[config.mk]
export PLATFORM = sky130hd
export DESIGN_NAME = dct_cmd_timer
export DESIGN_NICKNAME = d
export VERILOG_FILES = /design/src/rtl/dct_pkg.sv /design/src/rtl/dct_delay_sel.sv /design/src/rtl/dct_counter.sv /design/src/rtl/dct_irq_ctrl.sv /design/src/rtl/dct_cmd_timer.sv
export SDC_FILE = /design/constraint.sdc
export NUM_CORES = 1
export LEC_CHECK = 0
export ABC_CLOCK_PERIOD_IN_PS = 3420
export CORE_MARGIN = 5
export CORE_UTILIZATION = 64
export CTS_CLUSTER_SIZE = 24
export DETAILED_ROUTE_END_ITERATION = 10
export DONT_BUFFER_PORTS = 1
export PLACE_DENSITY = 0.8
export SYNTH_ARGS = -nofsm -noshare
export SYNTH_HDL_FRONTEND = slang
export SYNTH_SLANG_ARGS = --single-unit
[constraint.sdc]
create_clock -name clk -period 3.42 [get_ports clk]
set_input_delay 0.342 -clock clk [delete_from_list [all_inputs] [get_ports clk]]
set_output_delay 0.342 -clock clk [all_outputs]
set_load 0.05 [all_outputs]
[src/rtl/dct_pkg.sv]
package dct_pkg;
   localparam logic [7:0] CMD_PAUSE = 8'h09;
   localparam logic [7:0] CMD_INIT  = 8'h0A;
   localparam logic [7:0] RESP_DONE = 8'h02;
   localparam logic [7:0] RESP_ERR  = 8'h05;
endpackage

[src/rtl/dct_delay_sel.sv]
module dct_delay_sel
   import dct_pkg::*;
#(
   parameter int CNT_W        = 24,
   parameter int PAUSE_SGL    = 1000000,
   parameter bit DBL_FROM_SGL = 1'b1,
   parameter int PAUSE_DBL    = 2000000,
   parameter int INIT_CYC     = 80000,
   parameter int GEN_CYC      = 4000
) (
   input  logic [7:0]       code,
   input  logic             dbl,
   output logic [CNT_W-1:0] dly
);
   logic [CNT_W-1:0] pause_dbl_v;

   // The double-speed pause delay is either derived from the single-speed one or set on its own.
   generate
      if (DBL_FROM_SGL) begin : g_dbl_derived
         assign pause_dbl_v = CNT_W'(2 * PAUSE_SGL);
      end else begin : g_dbl_own
         assign pause_dbl_v = CNT_W'(PAUSE_DBL);
      end
   endgenerate

   always_comb begin
      unique case (code)
         CMD_PAUSE: dly = dbl ? pause_dbl_v : CNT_W'(PAUSE_SGL);
         CMD_INIT:  dly = CNT_W'(INIT_CYC);
         default:   dly = CNT_W'(GEN_CYC);
      endcase
   end
endmodule

[src/rtl/dct_counter.sv]
module dct_counter #(
   parameter int CNT_W = 24
) (
   input  logic             clk,
   input  logic             rst_n,
   input  logic             load,
   input  logic [CNT_W-1:0] load_val,
   output logic             busy,
   output logic [CNT_W-1:0] cnt,
   output logic             done
);
   // A load always wins over the countdown finishing in the same cycle.
   assign done = busy && (cnt == CNT_W'(1)) && !load;

   always_ff @(posedge clk) begin
      if (!rst_n) begin
         busy <= 1'b0;
         cnt  <= '0;
      end else if (load) begin
         busy <= 1'b1;
         cnt  <= load_val;
      end else if (busy) begin
         if (cnt == CNT_W'(1)) begin
            busy <= 1'b0;
            cnt  <= '0;
         end else begin
            cnt <= cnt - CNT_W'(1);
         end
      end
   end
endmodule

[src/rtl/dct_irq_ctrl.sv]
module dct_irq_ctrl
   import dct_pkg::*;
(
   input  logic       clk,
   input  logic       rst_n,
   input  logic       done,
   input  logic       reject,
   input  logic       ack,
   output logic       irq,
   output logic [7:0] resp
);
   always_ff @(posedge clk) begin
      if (!rst_n) begin
         irq  <= 1'b0;
         resp <= '0;
      end else if (done) begin
         irq  <= 1'b1;
         resp <= RESP_DONE;
      end else if (reject) begin
         irq  <= 1'b1;
         resp <= RESP_ERR;
      end else if (ack) begin
         irq  <= 1'b0;
      end
   end
endmodule

[src/rtl/dct_cmd_timer.sv]
module dct_cmd_timer
   import dct_pkg::*;
#(
   parameter int PAUSE_SGL    = 1000000,
   parameter bit DBL_FROM_SGL = 1'b1,
   parameter int PAUSE_DBL    = 2000000,
   parameter int INIT_CYC     = 80000,
   parameter int GEN_CYC      = 4000
) (
   input  logic       clk,
   input  logic       rst_n,
   input  logic       cmd_valid,
   input  logic [7:0] cmd_code,
   input  logic       speed_dbl,
   input  logic       ack,
   input  logic       mode_wr,
   input  logic [7:0] mode_wdata,
   output logic       busy,
   output logic       irq,
   output logic [7:0] resp_code,
   output logic [7:0] mode_q
);
   localparam int PAUSE_MAX = DBL_FROM_SGL ? 2 * PAUSE_SGL : PAUSE_DBL;
   localparam int LONGEST   = (PAUSE_MAX > GEN_CYC) ? PAUSE_MAX : GEN_CYC;
   localparam int CNT_W     = $clog2(LONGEST + INIT_CYC + 1) + 1;

   generate
      if (PAUSE_SGL < 1 || INIT_CYC < 1 || GEN_CYC < 1) begin : g_bad_delay
         $error("dct_cmd_timer: every delay must be at least one cycle");
      end
      if (!DBL_FROM_SGL && PAUSE_DBL < 1) begin : g_bad_dbl
         $error("dct_cmd_timer: PAUSE_DBL must be at least one cycle");
      end
   endgenerate

   logic [CNT_W-1:0] dly;
   logic [CNT_W-1:0] cnt_q;
   logic [CNT_W-1:0] load_val;
   logic [7:0]       pend_q;
   logic             is_init;
   logic             load;
   logic             reject;
   logic             done;

   dct_delay_sel #(
      .CNT_W(CNT_W), .PAUSE_SGL(PAUSE_SGL), .DBL_FROM_SGL(DBL_FROM_SGL),
      .PAUSE_DBL(PAUSE_DBL), .INIT_CYC(INIT_CYC), .GEN_CYC(GEN_CYC)
   ) u_sel (
      .code(cmd_code), .dbl(speed_dbl), .dly(dly)
   );

   assign is_init = cmd_valid && (cmd_code == CMD_INIT);
   assign load    = (cmd_valid && !busy) || (is_init && busy);
   assign reject  = cmd_valid && busy && !is_init;

   // An initialise that lands on a pending pause inherits the edges the pause still needs.
   always_comb begin
      if (busy && is_init && pend_q == CMD_PAUSE)
         load_val = cnt_q - CNT_W'(1) + CNT_W'(INIT_CYC);
      else
         load_val = dly;
   end

   always_ff @(posedge clk) begin
      if (!rst_n)
         pend_q <= '0;
      else if (load)
         pend_q <= cmd_code;
   end

   always_ff @(posedge clk) begin
      if (!rst_n)
         mode_q <= '0;
      else if (is_init)
         mode_q <= '0;
      else if (mode_wr)
         mode_q <= mode_wdata;
   end

   dct_counter #(.CNT_W(CNT_W)) u_cnt (
      .clk(clk), .rst_n(rst_n), .load(load), .load_val(load_val),
      .busy(busy), .cnt(cnt_q), .done(done)
   );

   dct_irq_ctrl u_irq (
      .clk(clk), .rst_n(rst_n), .done(done), .reject(reject), .ack(ack),
      .irq(irq), .resp(resp_code)
   );
endmodule

# Word-level counts from Yosys, hierarchy flattened
# Index checks and enable logic that the tools add are counted.
[word_totals] reg_bits=42 output_inout_bits=18 word_cells=45 in_bits=22
[op_classes] n_eq_ne=4 n_mux=14 addsub=2 n_reduce_logical=17 bitwise=1
[ops] op="2-to-1 mux 22 bit" n=4
[ops] op="case mux 22 bit (2 select lines)" n=1
[ops] op="equality test 8 x 4 -> 1 bit (second input constant)" n=3
[ops] op="adder 22 x 17 -> 22 bit (second input constant)" n=1
[ops] op="equality test 22 x 1 -> 1 bit (second input constant)" n=1
[ops] op="subtractor 22 x 1 -> 22 bit (second input constant)" n=1
[ops] op="2-to-1 mux 21 bit" n=1
[ops] op="logical AND 1 bit" n=8
[ops] op="2-to-1 mux 1 bit" n=6
[ops] op="2-to-1 mux 2 bit" n=2
[ops] op="nonzero test 2 bit" n=2
[ops] op="OR reduction 2 bit" n=2
[ops] op="zero test 1 bit" n=3
[ops] op="nonzero test 3 bit" n=1
[ops] op="logical OR 1 bit" n=1
[ops] op="inverter 1 bit" n=1

# Logic depth before layout (Yosys ltp)
[depth] ltp_word=7 ltp_mapped=10 ltp_nobuf=10

# Modules after synthesis
# A second synthesis with hierarchy kept.
[hier_totals] cells_unflattened=398 hier_area_um2=3131.8
[modules_own_cells] mod="dct_counter" instances=1 seq_area_each_um2=460.4 area_each_um2=1398.8 cells_per_inst=178
[modules_own_cells] mod="dct_cmd_timer" instances=1 seq_area_each_um2=320.3 area_each_um2=1350.0 cells_per_inst=172
[modules_own_cells] mod="dct_delay_sel" instances=1 seq_area_each_um2=0.0 area_each_um2=234.0 cells_per_inst=32
[modules_own_cells] mod="dct_irq_ctrl" instances=1 seq_area_each_um2=60.1 area_each_um2=148.9 cells_per_inst=16

# Worst setup path before layout
# Ideal clock, no wire load.
[synth_path] path_kind="register to register" start="register u_cnt.cnt[0]" end="register u_cnt.cnt[17]" required_ns=3.358 n_path_buf=0 slack_ns=0.854 t_arrival_ns=2.504 path_stages_with_launch=11 setup_time_ns=0.062 period_less_slack_ns=2.566 cell_sequence="dfxtp_1 -> inv_1 -> ha_1 -> nor4b_4 -> nand2_1 -> xnor2_1 -> ha_1 -> a211oi_4 -> o21ai_2 -> or4_1 -> nand3_1"
[synth_via] elab_chain_cells=4 elab_cells_between_ends=7 classes_between="add/sub: 2; eq/ne: 1; mux: 4"
[synth_rtl] item="from (decl)" line_no="dct_counter.sv:9" source="output logic [CNT_W-1:0] cnt,"
[synth_rtl] item="from (signal assigned)" line_no="dct_counter.sv:21" source="cnt <= load_val;"
[synth_rtl] item="from (signal assigned)" line_no="dct_counter.sv:27" source="cnt <= cnt - CNT_W'(1);"
[synth_rtl] item="subtractor 22 x 1 -> 22 bit or equality test 22 x 1 -> 1 bit (tied branches)" line_no="dct_counter.sv:27, dct_cmd_timer.sv:59, dct_counter.sv:23"
[synth_rtl] item="adder 22 x 17 -> 22 bit or 2-to-1 mux 22 bit (tied branches)" line_no="dct_cmd_timer.sv:59, dct_counter.sv:23"
[synth_rtl] item="2-to-1 mux 22 bit (on tied branches)" line_no="dct_cmd_timer.sv:58, dct_counter.sv:22"
[synth_rtl] item="2-to-1 mux 22 bit (*)" line_no="dct_counter.sv:19" source="end else if (load) begin"
# Mark *: on every way between the ends. The rest lies on a longest branch, timed or not. The select of a mux whose other input is x is not followed.
# A chain may end at the register's enable or synchronous reset.

# Worst setup path after layout
[layout_path] start="register u_cnt.cnt[3]" end="register u_cnt.cnt[17]"
# The elaborated chain is that of the path after synthesis.

==> impl_results.html <==
<table>
<tr><th>Metric</th><th>Value</th></tr>
<tr><th colspan="2">Run status</th></tr>
<tr><td>Outcome</td><td>finished clean</td></tr>
<tr><th colspan="2">Timing</th></tr>
<tr><td>Worst clock skew on the final layout</td><td>0.00986 ns</td></tr>
<tr><td>RSZ-0062 raised after global routing</td><td>no</td></tr>
<tr><td>Final worst-path cycle share</td><td>86.2%</td></tr>
<tr><td>Final-report setup violation count</td><td>0</td></tr>
<tr><td>Final Max Tran Viols</td><td>0</td></tr>
<tr><td>Sum of negative setup slack</td><td>0 ns</td></tr>
<tr><td>Achievable clock frequency</td><td>339 MHz</td></tr>
<tr><td>Count of endpoints failing hold in the final timing report</td><td>0</td></tr>
<tr><td>Slew at the pin closest to its max-slew limit</td><td>0.986 ns</td></tr>
<tr><td>Relative slew slack</td><td>34.2%</td></tr>
<tr><td>Final worst path period need</td><td>2.95 ns</td></tr>
<tr><th colspan="2">Detailed routing</th></tr>
<tr><td>Via count of the routed design</td><td>2813</td></tr>
<tr><td>Count of nets left with antenna violations after detail routing</td><td>0</td></tr>
<tr><td>WL final</td><td>7590 µm</td></tr>
<tr><td>Detailed router's first-iteration violation count</td><td>234</td></tr>
<tr><td>Number of remaining DRC errors</td><td>0</td></tr>
<tr><td>Post-Route M1 WL</td><td>3280 µm</td></tr>
<tr><td>Met2 wirelength from detailed routing</td><td>3460 µm</td></tr>
<tr><td>Routed WL per cell</td><td>18.2 µm</td></tr>
<tr><td>Max Used Layer</td><td>met4</td></tr>
<tr><td>First-pass iteration count of the detailed router</td><td>5</td></tr>
<tr><td>Met3 Wirelength</td><td>623 µm</td></tr>
<tr><td>Via count normalized by instance count</td><td>6.76</td></tr>
<tr><th colspan="2">Floorplanning</th></tr>
<tr><td>Effective utilization at floorplan</td><td>66.8%</td></tr>
<tr><td>Placeable core region</td><td>0.00441 mm²</td></tr>
<tr><td>Die ar.</td><td>0.00606 mm²</td></tr>
<tr><td>Ports</td><td>40</td></tr>
<tr><td>Die boundary width</td><td>77.9 µm</td></tr>
<tr><td>Chip height</td><td>77.9 µm</td></tr>
<tr><td>Total number of placement rows</td><td>24</td></tr>
<tr><th colspan="2">Clock network</th></tr>
<tr><td>Setup bufs post-CTS</td><td>0</td></tr>
<tr><td>CTS sink count</td><td>42</td></tr>
<tr><td>Clock tree from TritonCTS</td><td>built</td></tr>
<tr><td>Worst-Skew Late Latency</td><td>0.31 ns</td></tr>
<tr><td>Clock transition at the registers of the reported paths</td><td>0.09 ns</td></tr>
<tr><td>Buffer cell driving the clock tree root</td><td>sky130_fd_sc_hd__clkbuf_8</td></tr>
<tr><td>Count of H-tree levels built during CTS</td><td>2</td></tr>
<tr><td>CTS Buffer Depth</td><td>2</td></tr>
<tr><td>Post-cts resize count</td><td>0</td></tr>
<tr><td>Hold Buf Count CTS</td><td>0</td></tr>
<tr><td>Clock buffers created by TritonCTS</td><td>5</td></tr>
<tr><th colspan="2">Final layout</th></tr>
<tr><td>Area growth syn-to-layout</td><td>2.89%</td></tr>
<tr><td>Number of diodes</td><td>0</td></tr>
<tr><td>Fraction of the core area covered by cells at the end of the flow</td><td>68.7%</td></tr>
<tr><td>Fraction of layout instances using a drive strength above 1</td><td>9.34%</td></tr>
<tr><td># nets final</td><td>388</td></tr>
<tr><th colspan="2">Placement</th></tr>
<tr><td>Global placer's final weighted congestion</td><td>0.904</td></tr>
<tr><td>Count of buffers inserted at the top-level ports</td><td>0</td></tr>
<tr><td>Detailed-placement wirelength estimate</td><td>5500 µm</td></tr>
<tr><th colspan="2">Yosys</th></tr>
<tr><td>Share of Yosys cell area claimed by the top area cell type</td><td>28.5%</td></tr>
<tr><td>Dominant register cell in the synthesized netlist</td><td>sky130_fd_sc_hd__dfxtp_1</td></tr>
<tr><td>Mapped Avg Cell Area</td><td>7.88 µm²</td></tr>
<tr><td>Count of state elements after synthesis</td><td>42</td></tr>
<tr><td>Top post-synthesis cells by area</td><td>sky130_fd_sc_hd__dfxtp_1, sky130_fd_sc_hd__nor2_1, sky130_fd_sc_hd__mux2i_1, sky130_fd_sc_hd__nand2_1, sky130_fd_sc_hd__a21oi_1</td></tr>
<tr><td>Distinct cells, synth</td><td>73</td></tr>
<tr><td>Sequential area share after synthesis</td><td>28.5%</td></tr>
<tr><td>Cell type with the largest total area after synthesis</td><td>sky130_fd_sc_hd__dfxtp_1</td></tr>
<tr><td>Number of warnings printed during yosys synthesis</td><td>0</td></tr>
<tr><td>Combined area of all synthesized cells</td><td>0.00295 mm²</td></tr>
<tr><td>Cells after synthesis</td><td>374</td></tr>
<tr><td>Post-synth EDFFs</td><td>0</td></tr>
<tr><td>Async set-reset flop share out of synthesis</td><td>0%</td></tr>
<tr><th colspan="2">Critical path</th></tr>
<tr><td>CP cell instances</td><td>nor3_2 -&gt; nand3_1 -&gt; xor2_1 -&gt; inv_1 -&gt; ha_1 -&gt; a211oi_4 -&gt; o21ai_2 -&gt; or4_1 -&gt; nand3_1</td></tr>
<tr><td>Critical path's top delay family</td><td>simple AND/OR/NAND/NOR gates</td></tr>
<tr><td>Path type of the worst setup path</td><td>flip-flop to flip-flop</td></tr>
<tr><td>Maximum cell stage delay along the critical path</td><td>0.57 ns</td></tr>
<tr><td>Required arrival time at the worst endpoint</td><td>3.68 ns</td></tr>
<tr><td>Total buffers and inverters traversed by the critical path</td><td>1</td></tr>
<tr><td>Crit path launch type</td><td>flip-flop</td></tr>
<tr><td>Cell occurring most often along the worst timing path</td><td>sky130_fd_sc_hd__nand3_1</td></tr>
<tr><td>Critical path's slowest cell</td><td>sky130_fd_sc_hd__nor3_2</td></tr>
<tr><td>Maximum fanout count along the critical path</td><td>11</td></tr>
<tr><td>Crit end category</td><td>flip-flop</td></tr>
<tr><td>Data arrival, critical path</td><td>3.21 ns</td></tr>
<tr><th colspan="2">Power and ir drop</th></tr>
<tr><td>Clock power frac</td><td>26.5%</td></tr>
<tr><td>Final Total Pwr</td><td>1.56 mW</td></tr>
<tr><td>Fraction of power consumed by sequential logic</td><td>40.1%</td></tr>
<tr><td>Worst-case vdd ir drop</td><td>0.324 mV</td></tr>
<tr><td>Internal Power</td><td>949 µW</td></tr>
<tr><td>Switch share</td><td>39.3%</td></tr>
<tr><td>Standby leakage power</td><td>1.16 nW</td></tr>
<tr><td>Switching component of the power</td><td>615 µW</td></tr>
<tr><td>Combinational share of power</td><td>33.4%</td></tr>
<tr><td>Power Dens Cells</td><td>515 mW/mm²</td></tr>
<tr><th colspan="2">Global route</th></tr>
<tr><td>Gr ovfl total</td><td>0</td></tr>
<tr><td>GRT Overall Usage</td><td>25.3%</td></tr>
<tr><td>Pin count of the biggest net entering global routing</td><td>20</td></tr>
<tr><td>Global-route wire length before repair</td><td>12700 µm</td></tr>
<tr><td>Via count of the first global-routing pass</td><td>2720</td></tr>
<tr><td>Initial antenna violation count</td><td>0</td></tr>
<tr><th colspan="2">Job</th></tr>
<tr><td>Maximum capacitance violations</td><td>0</td></tr>
<tr><th colspan="2">Hold path</th></tr>
<tr><td>Worst min path class</td><td>input port to flip-flop</td></tr>
</table>
## layout make-up
class	count	area [µm²]
repair buffers	7	52.6
flip-flops and latches	42	841
clock inverters	3	43.8
inverters	11	41.3
fillers	357	1380
well taps	52	65.1
multi-input cells	296	1920
clock buffers	5	68.8
## flip-flops by register name, summed over array words and instances, names as in the netlist
register / flops
u_cnt.cnt: 22
mode_q: 8
pend_q: 8
u_irq.resp: 2
u_cnt.busy: 1
u_irq.irq: 1
## path summary, 6_finish.rpt
path,start,endpoint,slack (ns),depth (start not counted)
min,rst_n,u_cnt.cnt[15],0.15,1
max reg2reg,u_cnt.cnt[3],u_cnt.cnt[17],0.47,9
max,u_cnt.cnt[3],u_cnt.cnt[17],0.47,9
min reg2reg,pend_q[3],pend_q[3],0.47,2
## power by group through the flow
stage / Sequential (mW) / Clock (mW) / Combinational (mW)
global route: 0.634 / 0.442 / 0.573
detailed placement: 0.635 / 0 / 0.510
finish: 0.627 / 0.415 / 0.522
CTS: 0.625 / 0.419 / 0.515
floorplan: 0.606 / 0 / 0.457
global placement: 0.634 / 0 / 0.497
## layout by cell type (no fill, tap or decap), types with 4 or more instances in the layout
cell / instances
sky130_fd_sc_hd__inv_1: 10
sky130_fd_sc_hd__mux2i_1: 14
sky130_fd_sc_hd__a31oi_1: 4
sky130_fd_sc_hd__o21ai_0: 24
sky130_fd_sc_hd__nor4_1: 9
sky130_fd_sc_hd__clkbuf_8: 5
sky130_fd_sc_hd__nand4b_1: 5
sky130_fd_sc_hd__dfxtp_1: 42
sky130_fd_sc_hd__nand3_1: 10
sky130_fd_sc_hd__a21oi_1: 24
sky130_fd_sc_hd__or3_1: 5
sky130_fd_sc_hd__nand2_1: 33
sky130_fd_sc_hd__nor3_1: 10
sky130_fd_sc_hd__xor2_1: 9
sky130_fd_sc_hd__xnor2_1: 12
sky130_fd_sc_hd__o31ai_1: 5
sky130_fd_sc_hd__nor2_1: 44
sky130_fd_sc_hd__conb_1: 5
sky130_fd_sc_hd__buf_4: 7
sky130_fd_sc_hd__nand4_1: 5
## stage by stage
stage / worst slack [ns] / std cells / area [µm²] / hold WS [ns]
6_report: 0.473 / 416 / 3030 / 0.154
5_1_grt: 0.291 / 416 / 3030 / 0.154
4_1_cts: 0.505 / 416 / 3030 / 0.155
3_5_place_dp: 0.550 / 408 / 2920 / 0.452
3_3_place_gp: 0.688 / 408 / 2920 / 0.444
2_1_floorplan: 0.854 / 378 / 2960 / 0.432
## Yosys cell counts (all sizes together) (3+ instances only)
library cell and n:
xnor2 12, nand4b 5, or3 5, nor4b 4, inv 10, a31oi 4
and3 3, nor2b 3, nor3 13, o21ai 26, nor2 45, a22oi 3
nand2 33, a21oi 24, clkbuf 9, xor2 9, buf 20, o211ai 3
o22ai 3, o21a 3, or2 3, mux2i 15, ha 3, dfxtp 42
nand4 6, a211o 3, nand3 10, a211oi 3, nor4 11, o31ai 6
## metal layers
layer,vias to the layer above,track usage (%)
met5,-,0
met4,0,9.97
met3,29,6.83
met2,139,39.4
met1,1307,33.0
li1,1338,-
## logic make-up after synthesis
logic type	synth area share, %
DFF	28.5
xor gates and xnor gates	6.24
AOI/OAI and AO/OA	22.8
and+or+nand+nor	28.7
muxes	5.52
other	0.127
buffers and inverters	6.83
adders and majority gates	1.27
## worst register-to-register path: stages, from the launching register on
cell and delay (ns):
sky130_fd_sc_hd__dfxtp_1 0.39, sky130_fd_sc_hd__nor3_2 0.57, sky130_fd_sc_hd__nand3_1 0.28, sky130_fd_sc_hd__xor2_1 0.22, sky130_fd_sc_hd__inv_1 0.09, sky130_fd_sc_hd__ha_1 0.26, sky130_fd_sc_hd__a211oi_4 0.32, sky130_fd_sc_hd__o21ai_2 0.17
sky130_fd_sc_hd__or4_1 0.53, sky130_fd_sc_hd__nand3_1 0.07
(Power assumes the default switching activity.)
